<file path="config.mk">
export PLATFORM = sky130hd
export DESIGN_NAME = pixdiv_top
export DESIGN_NICKNAME = d
export VERILOG_FILES = /design/src/rtl/pixdiv_pkg.sv /design/src/rtl/pixdiv_cfg.sv /design/src/rtl/pixdiv_srcsel.sv /design/src/rtl/pixdiv_core.sv /design/src/rtl/pixdiv_top.sv
export SDC_FILE = /design/constraint.sdc
export NUM_CORES = 1
export LEC_CHECK = 0
export ABC_AREA = 1
export CAP_MARGIN = 0
export CORE_MARGIN = 5
export CORE_UTILIZATION = 40
export DETAILED_ROUTE_END_ITERATION = 6
export DONT_BUFFER_PORTS = 1
export PLACE_DENSITY = 0.59
export SKIP_CTS_REPAIR_TIMING = 1
export SLEW_MARGIN = 20
export SYNTH_ARGS = -nofsm -noshare
export SYNTH_HDL_FRONTEND = slang
export SYNTH_HIERARCHICAL = 1
export SYNTH_SLANG_ARGS = --single-unit
</file>
<file path="constraint.sdc">
create_clock -name clk -period 2.85 [get_ports clk]
set_clock_uncertainty 0.15 [all_clocks]
set_input_delay 0.57 -clock clk [delete_from_list [all_inputs] [get_ports clk]]
set_output_delay 0.57 -clock clk [all_outputs]
set_load 0.01 [all_outputs]
</file>
<file path="src/rtl/pixdiv_pkg.sv">
package pixdiv_pkg;
    localparam int CODE_W  = 10;
    localparam int SEL_W   = 3;
    localparam int NSRC    = 1 << SEL_W;
    localparam int CFG_W   = CODE_W + SEL_W + 1;
    localparam int RATIO_W = $clog2((1 << CODE_W) + 2);
    localparam int MAX_RATIO = (1 << CODE_W) + 1;

    typedef struct packed {
        logic              bypass;
        logic [SEL_W-1:0]  sel;
        logic [CODE_W-1:0] code;
    } cfg_t;

    typedef enum logic [1:0] {
        ST_HIGH = 2'd0,
        ST_LOW  = 2'd1,
        ST_BYP  = 2'd2
    } phase_e;

    function automatic logic [RATIO_W-1:0] ratio_of(cfg_t c);
        if (c.bypass) return RATIO_W'(1);
        return RATIO_W'(c.code) + RATIO_W'(2);
    endfunction
endpackage

</file>
<file path="src/rtl/pixdiv_cfg.sv">
module pixdiv_cfg
    import pixdiv_pkg::*;
(
    input  logic             clk,
    input  logic             rst_n,
    input  logic             wr_en,
    input  logic [CFG_W-1:0] wr_data,
    output cfg_t             pend
);
    always_ff @(posedge clk) begin
        if (!rst_n)     pend <= '0;
        else if (wr_en) pend <= cfg_t'(wr_data);
    end
endmodule

</file>
<file path="src/rtl/pixdiv_srcsel.sv">
module pixdiv_srcsel
    import pixdiv_pkg::*;
(
    input  logic [NSRC-1:0]  src_tick,
    input  logic [SEL_W-1:0] sel,
    output logic             tick
);
    assign tick = src_tick[sel];
endmodule

</file>
<file path="src/rtl/pixdiv_core.sv">
module pixdiv_core
    import pixdiv_pkg::*;
(
    input  logic               clk,
    input  logic               rst_n,
    input  logic               tick,
    input  cfg_t               pend,
    output logic [SEL_W-1:0]   act_sel,
    output logic               pix_ce,
    output logic               pix_lvl,
    output logic [RATIO_W-1:0] ratio
);
    cfg_t               act_q, act_n;
    phase_e             st_q, st_n;
    logic [RATIO_W-1:0] cnt_q, cnt_n;
    logic [RATIO_W-1:0] hi_cnt;
    logic               reload;

    assign ratio   = ratio_of(act_q);
    assign hi_cnt  = ratio >> 1;
    assign act_sel = act_q.sel;

    always_comb begin
        st_n   = st_q;
        cnt_n  = cnt_q;
        act_n  = act_q;
        reload = 1'b0;
        if (tick) begin
            unique case (st_q)
                ST_BYP:  reload = 1'b1;
                ST_HIGH: begin
                    cnt_n = cnt_q + RATIO_W'(1);
                    if (cnt_q + RATIO_W'(1) == hi_cnt) st_n = ST_LOW;
                end
                ST_LOW: begin
                    if (cnt_q == ratio - RATIO_W'(1)) reload = 1'b1;
                    else cnt_n = cnt_q + RATIO_W'(1);
                end
                default: reload = 1'b1;
            endcase
        end
        if (reload) begin
            act_n = pend;
            cnt_n = '0;
            st_n  = pend.bypass ? ST_BYP : ST_HIGH;
        end
    end

    always_ff @(posedge clk) begin
        if (!rst_n) begin
            st_q  <= ST_HIGH;
            cnt_q <= '0;
            act_q <= '0;
        end else begin
            st_q  <= st_n;
            cnt_q <= cnt_n;
            act_q <= act_n;
        end
    end

    always_ff @(posedge clk) begin
        if (!rst_n) begin
            pix_ce  <= 1'b0;
            pix_lvl <= 1'b0;
        end else begin
            pix_ce <= tick && ((st_q == ST_BYP) ||
                               (st_q == ST_HIGH && cnt_q == '0));
            if (st_q == ST_BYP) pix_lvl <= tick;
            else if (tick)      pix_lvl <= (st_q == ST_HIGH);
        end
    end


    ratio_range_chk: assert property (@(posedge clk) disable iff (!rst_n)
        (ratio >= RATIO_W'(1)) && (ratio <= RATIO_W'(MAX_RATIO)));

    no_tick_no_ce_chk: assert property (@(posedge clk) disable iff (!rst_n)
        !tick |=> !pix_ce);

    mid_period_hold_chk: assert property (@(posedge clk) disable iff (!rst_n)
        (!tick || st_q == ST_HIGH) |=> $stable(ratio));

    bypass_ce_chk: assert property (@(posedge clk) disable iff (!rst_n)
        (st_q == ST_BYP && tick) |=> pix_ce);

    low_phase_chk: assert property (@(posedge clk) disable iff (!rst_n)
        (st_q == ST_LOW) |-> (cnt_q >= hi_cnt && cnt_q < ratio));
endmodule

</file>
<file path="src/rtl/pixdiv_top.sv">
module pixdiv_top
    import pixdiv_pkg::*;
#(
    parameter int NUM_CH = 2
) (
    input  logic                      clk,
    input  logic                      rst_n,
    input  logic [NSRC-1:0]           src_tick,
    input  logic [NUM_CH-1:0]         wr_en,
    input  logic [CFG_W-1:0]          wr_data,
    output logic [NUM_CH-1:0]         pix_ce,
    output logic [NUM_CH-1:0]         pix_lvl,
    output logic [NUM_CH*RATIO_W-1:0] ratio_o
);
    for (genvar c = 0; c < NUM_CH; c++) begin : g_ch
        cfg_t             pend;
        logic [SEL_W-1:0] sel;
        logic             tick;

        pixdiv_cfg u_cfg (
            .clk(clk), .rst_n(rst_n), .wr_en(wr_en[c]),
            .wr_data(wr_data), .pend(pend)
        );
        pixdiv_srcsel u_sel (
            .src_tick(src_tick), .sel(sel), .tick(tick)
        );
        pixdiv_core u_core (
            .clk(clk), .rst_n(rst_n), .tick(tick), .pend(pend),
            .act_sel(sel), .pix_ce(pix_ce[c]), .pix_lvl(pix_lvl[c]),
            .ratio(ratio_o[c*RATIO_W +: RATIO_W])
        );
    end
endmodule

</file>
## Word level (Yosys, flattened, before mapping)

Cells that the tools add are included.
W data, S select, Z words.

| word-level totals | value |
|---|---|
| register bits | 86 |
| input bits | 26 |
| output and inout port bits | 26 |

| cells by class | value |
|---|---|
| $add $sub $neg | 6 |
| magnitude comparators | 2 |
| eq/ne operators | 10 |
| multiplexer cells | 34 |
| bitwise operators | 1 |
| reduce and logical (&&, ||, !) cells | 26 |

Operators with widths:

| kind | number |
|---|---|
| $mux W11 | 6 |
| $pmux W11 S2 | 2 |
| $add A10 B2 Y11 const B | 2 |
| $add A11 B1 Y11 const B | 2 |
| $eq A11 B10 Y1 | 2 |
| $eq A11 B11 Y1 | 2 |
| $logic_not A11 Y1 | 2 |
| $sub A11 B1 Y11 const B | 2 |
| $mux W2 | 10 |
| $reduce_bool A2 Y1 | 10 |
| $mux W1 | 12 |
| $reduce_and A3 Y1 | 4 |
| $lt A3 B4 Y1 const B | 2 |
| $bmux W1 S3 | 2 |
| $eq A2 B1 Y1 const B | 2 |
| $eq A2 B2 Y1 const B | 2 |
| $logic_and A1 B1 Y1 | 4 |
| $logic_not A2 Y1 | 2 |
| $ne A2 B2 Y1 const B | 2 |
| $pmux W1 S2 | 2 |
| $reduce_or A2 Y1 | 2 |
| $logic_or A1 B1 Y1 | 2 |
| $not A1 Y1 | 1 |

## Logic depth before layout (Yosys ltp)

Gate-level depths: netlist (run 1).

| logic depth | value |
|---|---|
| depth after elaboration | 9 |
| depth in mapped cells | 19 |
| mapped depth without buffers | 18 |

## By module

Netlist (run 1), hierarchy kept.

Modules (own cells, without submodules):

| module | times used | cells an instance | area each (um^2) |
|---|---|---|---|
| pixdiv_core | 2 | 384 | 2367.3 |
| pixdiv_cfg | 2 | 88 | 584.3 |
| pixdiv_srcsel | 2 | 28 | 110.1 |

## Least setup slack after synthesis (run 1)

Ideal clock, no wire load.

| timing path | value |
|---|---|
| kind | register to register |
| start | register g_ch[0].u_core/act_q[13] (netlist name) |
| end | register g_ch[0].u_core.cnt_q[10] |
| arrival time | 2.185 ns |
| path slack | 0.400 ns |
| cell stages (with the launch flop) | 20 |
| buffers on the path | 2 |
| cells stage by stage | dfxtp_1 > inv_2 > buf_4 > nand2_1 > ha_1 > nand2_1 > nand2_1 > nor2_1 > nand2_1 > nor2_1 > nand3_1 > nor2_1 > nand4_1 > nor2_1 > nand3_2 > nand2_4 > nand2_2 > nand2_2 > buf_6 > a21oi_2 |

| between the ends | value |
|---|---|
| cells in the longest elaborated chain, start to end | 8 |

Ends and longest elaborated chain:

| element | line | RTL |
|---|---|---|
| start: declaration | pixdiv_core.sv:13 | `cfg_t act_q, act_n;` |
| start signal: assignment | pixdiv_core.sv:57 | `act_q <= act_n;` |
| $mux W1 * | pixdiv_pkg.sv:22 | `if (c.bypass) return RATIO_W'(1);` |
| $mux W11 * | pixdiv_pkg.sv:23 | `return RATIO_W'(c.code) + RATIO_W'(2);` |
| $sub A11 B1 Y11 * | pixdiv_core.sv:36 | `if (cnt_q == ratio - RATIO_W'(1)) reload = 1'b1;` |
| $eq A11 B11 Y1 * | pixdiv_core.sv:36 |  |
| $mux W1 | pixdiv_core.sv:36 |  |
| $pmux W1 S2 | pixdiv_core.sv:29 | `unique case (st_q)` |
| $mux W1 | pixdiv_core.sv:28 | `if (tick) begin` |
| $reduce_or A2 Y1 (no source line) | n/a |  |
| end signal: assignment | pixdiv_core.sv:56 | `cnt_q <= cnt_n;` |
| end: declaration | pixdiv_core.sv:15 | `logic [RATIO_W-1:0] cnt_q, cnt_n;` |

Mark *: on every way between the ends. The rest lies on a longest branch, timed or not.
A chain may end at the register's enable or synchronous reset.

## Final worst setup path (run 1)

| timing path | value |
|---|---|
| start | register g_ch[0].u_core/act_q[1] (netlist name) |
| end | register g_ch[0].u_core.cnt_q[5] |

| between the ends | value |
|---|---|
| cells in the longest elaborated chain, start to end | 8 |

Ends and longest elaborated chain:

| element | line |
|---|---|
| $add A10 B2 Y11 * | pixdiv_pkg.sv:23 |
| $mux W11 * | pixdiv_pkg.sv:23 |
| $sub A11 B1 Y11 * | pixdiv_core.sv:36 |
| $eq A11 B11 Y1 * | pixdiv_core.sv:36 |
| $mux W1 | pixdiv_core.sv:36 |
| $pmux W1 S2 | pixdiv_core.sv:29 |
| $mux W1 | pixdiv_core.sv:28 |
| $reduce_or A2 Y1 (no source line) | n/a |

Marks and branches as above.

==> results of run 1 <==
final timing paths:
| kind | to | slack (ns) | cells past startpoint |
|---|---|---|---|
| setup / recovery | g_ch[0].u_core/cnt_q[5] | 0.25 | 15 |
| hold / removal | g_ch[0].u_cfg/pend[5] | 0.20 | 2 |
| setup reg to reg | g_ch[0].u_core/cnt_q[5] | 0.25 | 15 |
| hold reg to reg | g_ch[1].u_cfg/pend[5] | 0.32 | 2 |
through the flow:
| step | utilization (%) | total power, uW | hold WS [ns] | instance area, sq um |
|---|---|---|---|---|
| final | 43.1 | 3770 | 0.197 | 6510 |
| after global placement | 41.0 | 2600 | 0.307 | 6180 |
| after detailed placement | 41.0 | 2610 | 0.314 | 6180 |
| after CTS | 42.9 | 3800 | 0.183 | 6470 |
| after floorplan | - | 2380 | 0.299 | 6120 |
| after global routing | 43.1 | 4030 | 0.188 | 6510 |
where the power goes:
| group | switching, uW | total (uW) | internal, uW |
|---|---|---|---|
| registers | 128 | 1450 | 1320 |
| clock network | 474 | 1170 | 699 |
| logic | 753 | 1150 | 397 |
cell families (layout without fill, tap and decap cells):
kind of cell | after synthesis | in the layout | synth area share, %
simple gates | 590 | 590 | 43.4
flops | 86 | 86 | 28.1
fa+ha+maj | 8 | 8 | 1.63
xor+xnor | 26 | 26 | 3.72
buf+inv | 214 | 203 | 15.2
compound gates | 76 | 76 | 7.85
area by class of cell:
cell class	count	area (sq um)	area share, %
Multi-Input combinational cell	700	3490	53.6
Inverter	174	653	10.0
Tap cell	188	235	3.61
Timing Repair Buffer	14	113	1.73
Sequential cell	86	1730	26.5
Clock inverter	3	45.0	0.692
Clock buffer	12	246	3.79
metal layers:
| metal | vias up | GRT usage (%) | part of all wire, % |
|---|---|---|---|
| li1 | 3079 | - | - |
| met1 | 2492 | 24.8 | 51 |
| met4 | 0 | 4.91 | 1.4 |
| met5 | - | 0 | 0 |
| met3 | 14 | 4.46 | 5.7 |
| met2 | 80 | 25.0 | 42 |
cells in the mapped netlist, types with 4 or more instances:
cell type    n  area share, %
o211ai_1     6           0.74
nor4_1       4           0.41
nand3_2     16            2.6
nand2_2     12            1.2
nand3_1     86            7.0
nor3_1      10           0.82
clkbuf_1    14           0.86
nand2_1    276             17
clkinv_1     4           0.25
inv_1      160            9.8
nor2_2      10            1.0
a21oi_1     38            3.1
a21oi_2     20            2.9
o21bai_1     4           0.49
o21ai_0      4           0.33
dfxtp_1     86             28
ha_1         8            1.6
nor2_1     128            7.8
o21ai_1      4           0.33
inv_2       10           0.61
nor2_4       6            1.1
buf_4       10            1.2
xor2_1      26            3.7
nand4_1     38            3.9
buf_6       12            2.2
sequential cells by signal, indices dropped and copies added (netlist names):
register             flops
g_ch.u_core/st_q         4
g_ch.u_core/cnt_q       22
g_ch.u_core/act_sel      6
g_ch.u_core/pix_ce       2
g_ch.u_core/pix_lvl      2
g_ch.u_cfg/pend         28
g_ch.u_core/act_q       22
critical path, delay by kind of cell, from the launching register on:
kind                       cells  cell delay, ns
and+or+nand+nor               11            1.29
DFF                            1            0.36
adders and majority gates      1            0.33
buffers and inverters          2            0.30
AOI/OAI and AO/OA              1            0.11
==> impl_metrics.json, run 1 <==
{
  "setup-tns-final_ns": 0,
  "grt_max_degree": 65,
  "cp-startpoint": "g_ch[0].u_core/act_q[1]",
  "drv_slew": 0,
  "path_class": "reg2reg",
  "final_cell_mix": "nand2_1 (276), inv_1 (159), nor2_1 (126)",
  "rsz0062_at_grt": "false",
  "drc_errors": 0,
  "status": "complete, no violations",
  "syn_area_sq_mm": 0.00612,
  "ys_seq_area_share_pct": 28.1,
  "final.fill_count": 1678,
  "antennaDiodeCount": 0,
  "grt_pass1_vias": 5140,
  "slowest_delay_ns": 0.36,
  "ant_nets": 0,
  "wl_per_cell_um": 12.7,
  "place_ws_ns": 0.0800,
  "core_sq_mm": 0.0151,
  "final-setup-viol-count": 0,
  "max_clock_freq_mhz": 385,
  "worstMarginPinSlew_ns": 0.511,
  "initial_core_util_pct": 40.6,
  "synth_cell_types": 29,
  "synth_flop_cell": "dfxtp_1",
  "die_w_um": 134,
  "antenna_found_initial": 0,
  "clk_latency_ns": 0.34,
  "root_buffer": "clkbuf_16",
  "ys_ff_latch": 86,
  "worstPathRequired_ns": 2.98,
  "ys_warn_count": 6,
  "synth_nets": 1034,
  "grt_overflow_total": 0,
  "dp.final_hpwl_mm": 11.4,
  "fin_crit_ns": 2.60,
  "power_density_mw_per_mm2": 579,
  "async_flop_share_pct": 0,
  "slew_headroom_pct": 65.7,
  "crit_fanout": 11,
  "cp_cell_sequence": "ha_1 -> inv_1 -> nand3_1 -> nor2_2 -> nand2_2 -> nor2_4 -> nand3_1 -> nand3_1 -> nand2_1 -> nor2_2 -> nand3_2 -> buf_4 -> nand3_4 -> nand2_1 -> a21oi_2",
  "drtIter0Drc": 357,
  "min_path_type": "in2reg",
  "numCtsBuffers": 9,
  "syn_avg_cell_area_sq_um": 6.12,
  "startpoint_type": "register",
  "area_growth_pct": 6.31,
  "synth_edf_count": 0,
  "dp_cells": 1162,
  "path_clk_slew_ns": 0.06,
  "drtPass1Iterations": 5,
  "final_nets": 1019,
  "grt_pass1_wl_mm": 25.6,
  "num_io_pins": 52,
  "viasPerCell": 4.81,
  "ir_drop_mv": 0.277,
  "fp-row-count": 45,
  "cp_data_arrival_time_ns": 2.72,
  "cap_viol_max_count": 0,
  "grt_usage_pct": 17.2,
  "worst_hold_startpoint": "rst_n",
  "place.gp.congestion": 0.863,
  "timing.rr.start": "g_ch[0].u_core/act_q[1]",
  "final_hold_viol_count": 0,
  "setup_ws_ns": 0.253,
  "drive_above_1_share_pct": 11.3,
  "vias": 5665,
  "fin_crit_sh_pct": 91.1,
  "cts_sinks": 86,
  "power.leakage_uw": 0.00310,
  "clk_path_buf_depth": 2,
  "cpMostUsedCell": "nand3_1",
  "die_area_sq_mm": 0.0179,
  "crit_slowest_cell": "dfxtp_2",
  "synth_cells": 1000,
  "cts_tree": "done",
  "stdcell_count": 1177,
  "htreeDepth": 3,
  "wl_mm": 14.9,
  "port_buffers": 0,
  "die_y_um": 134,
  "final_common_cell": "nand2_1",
  "endpoint_kind": "register"
}
(Power assumes the default switching activity.)
==> inputs of run 2 (changes only) <==
SLEW_MARGIN = unset   (was 20)
==> results of run 2 <==
No change in the layout: final DEF, timing and power equal those of run 1.
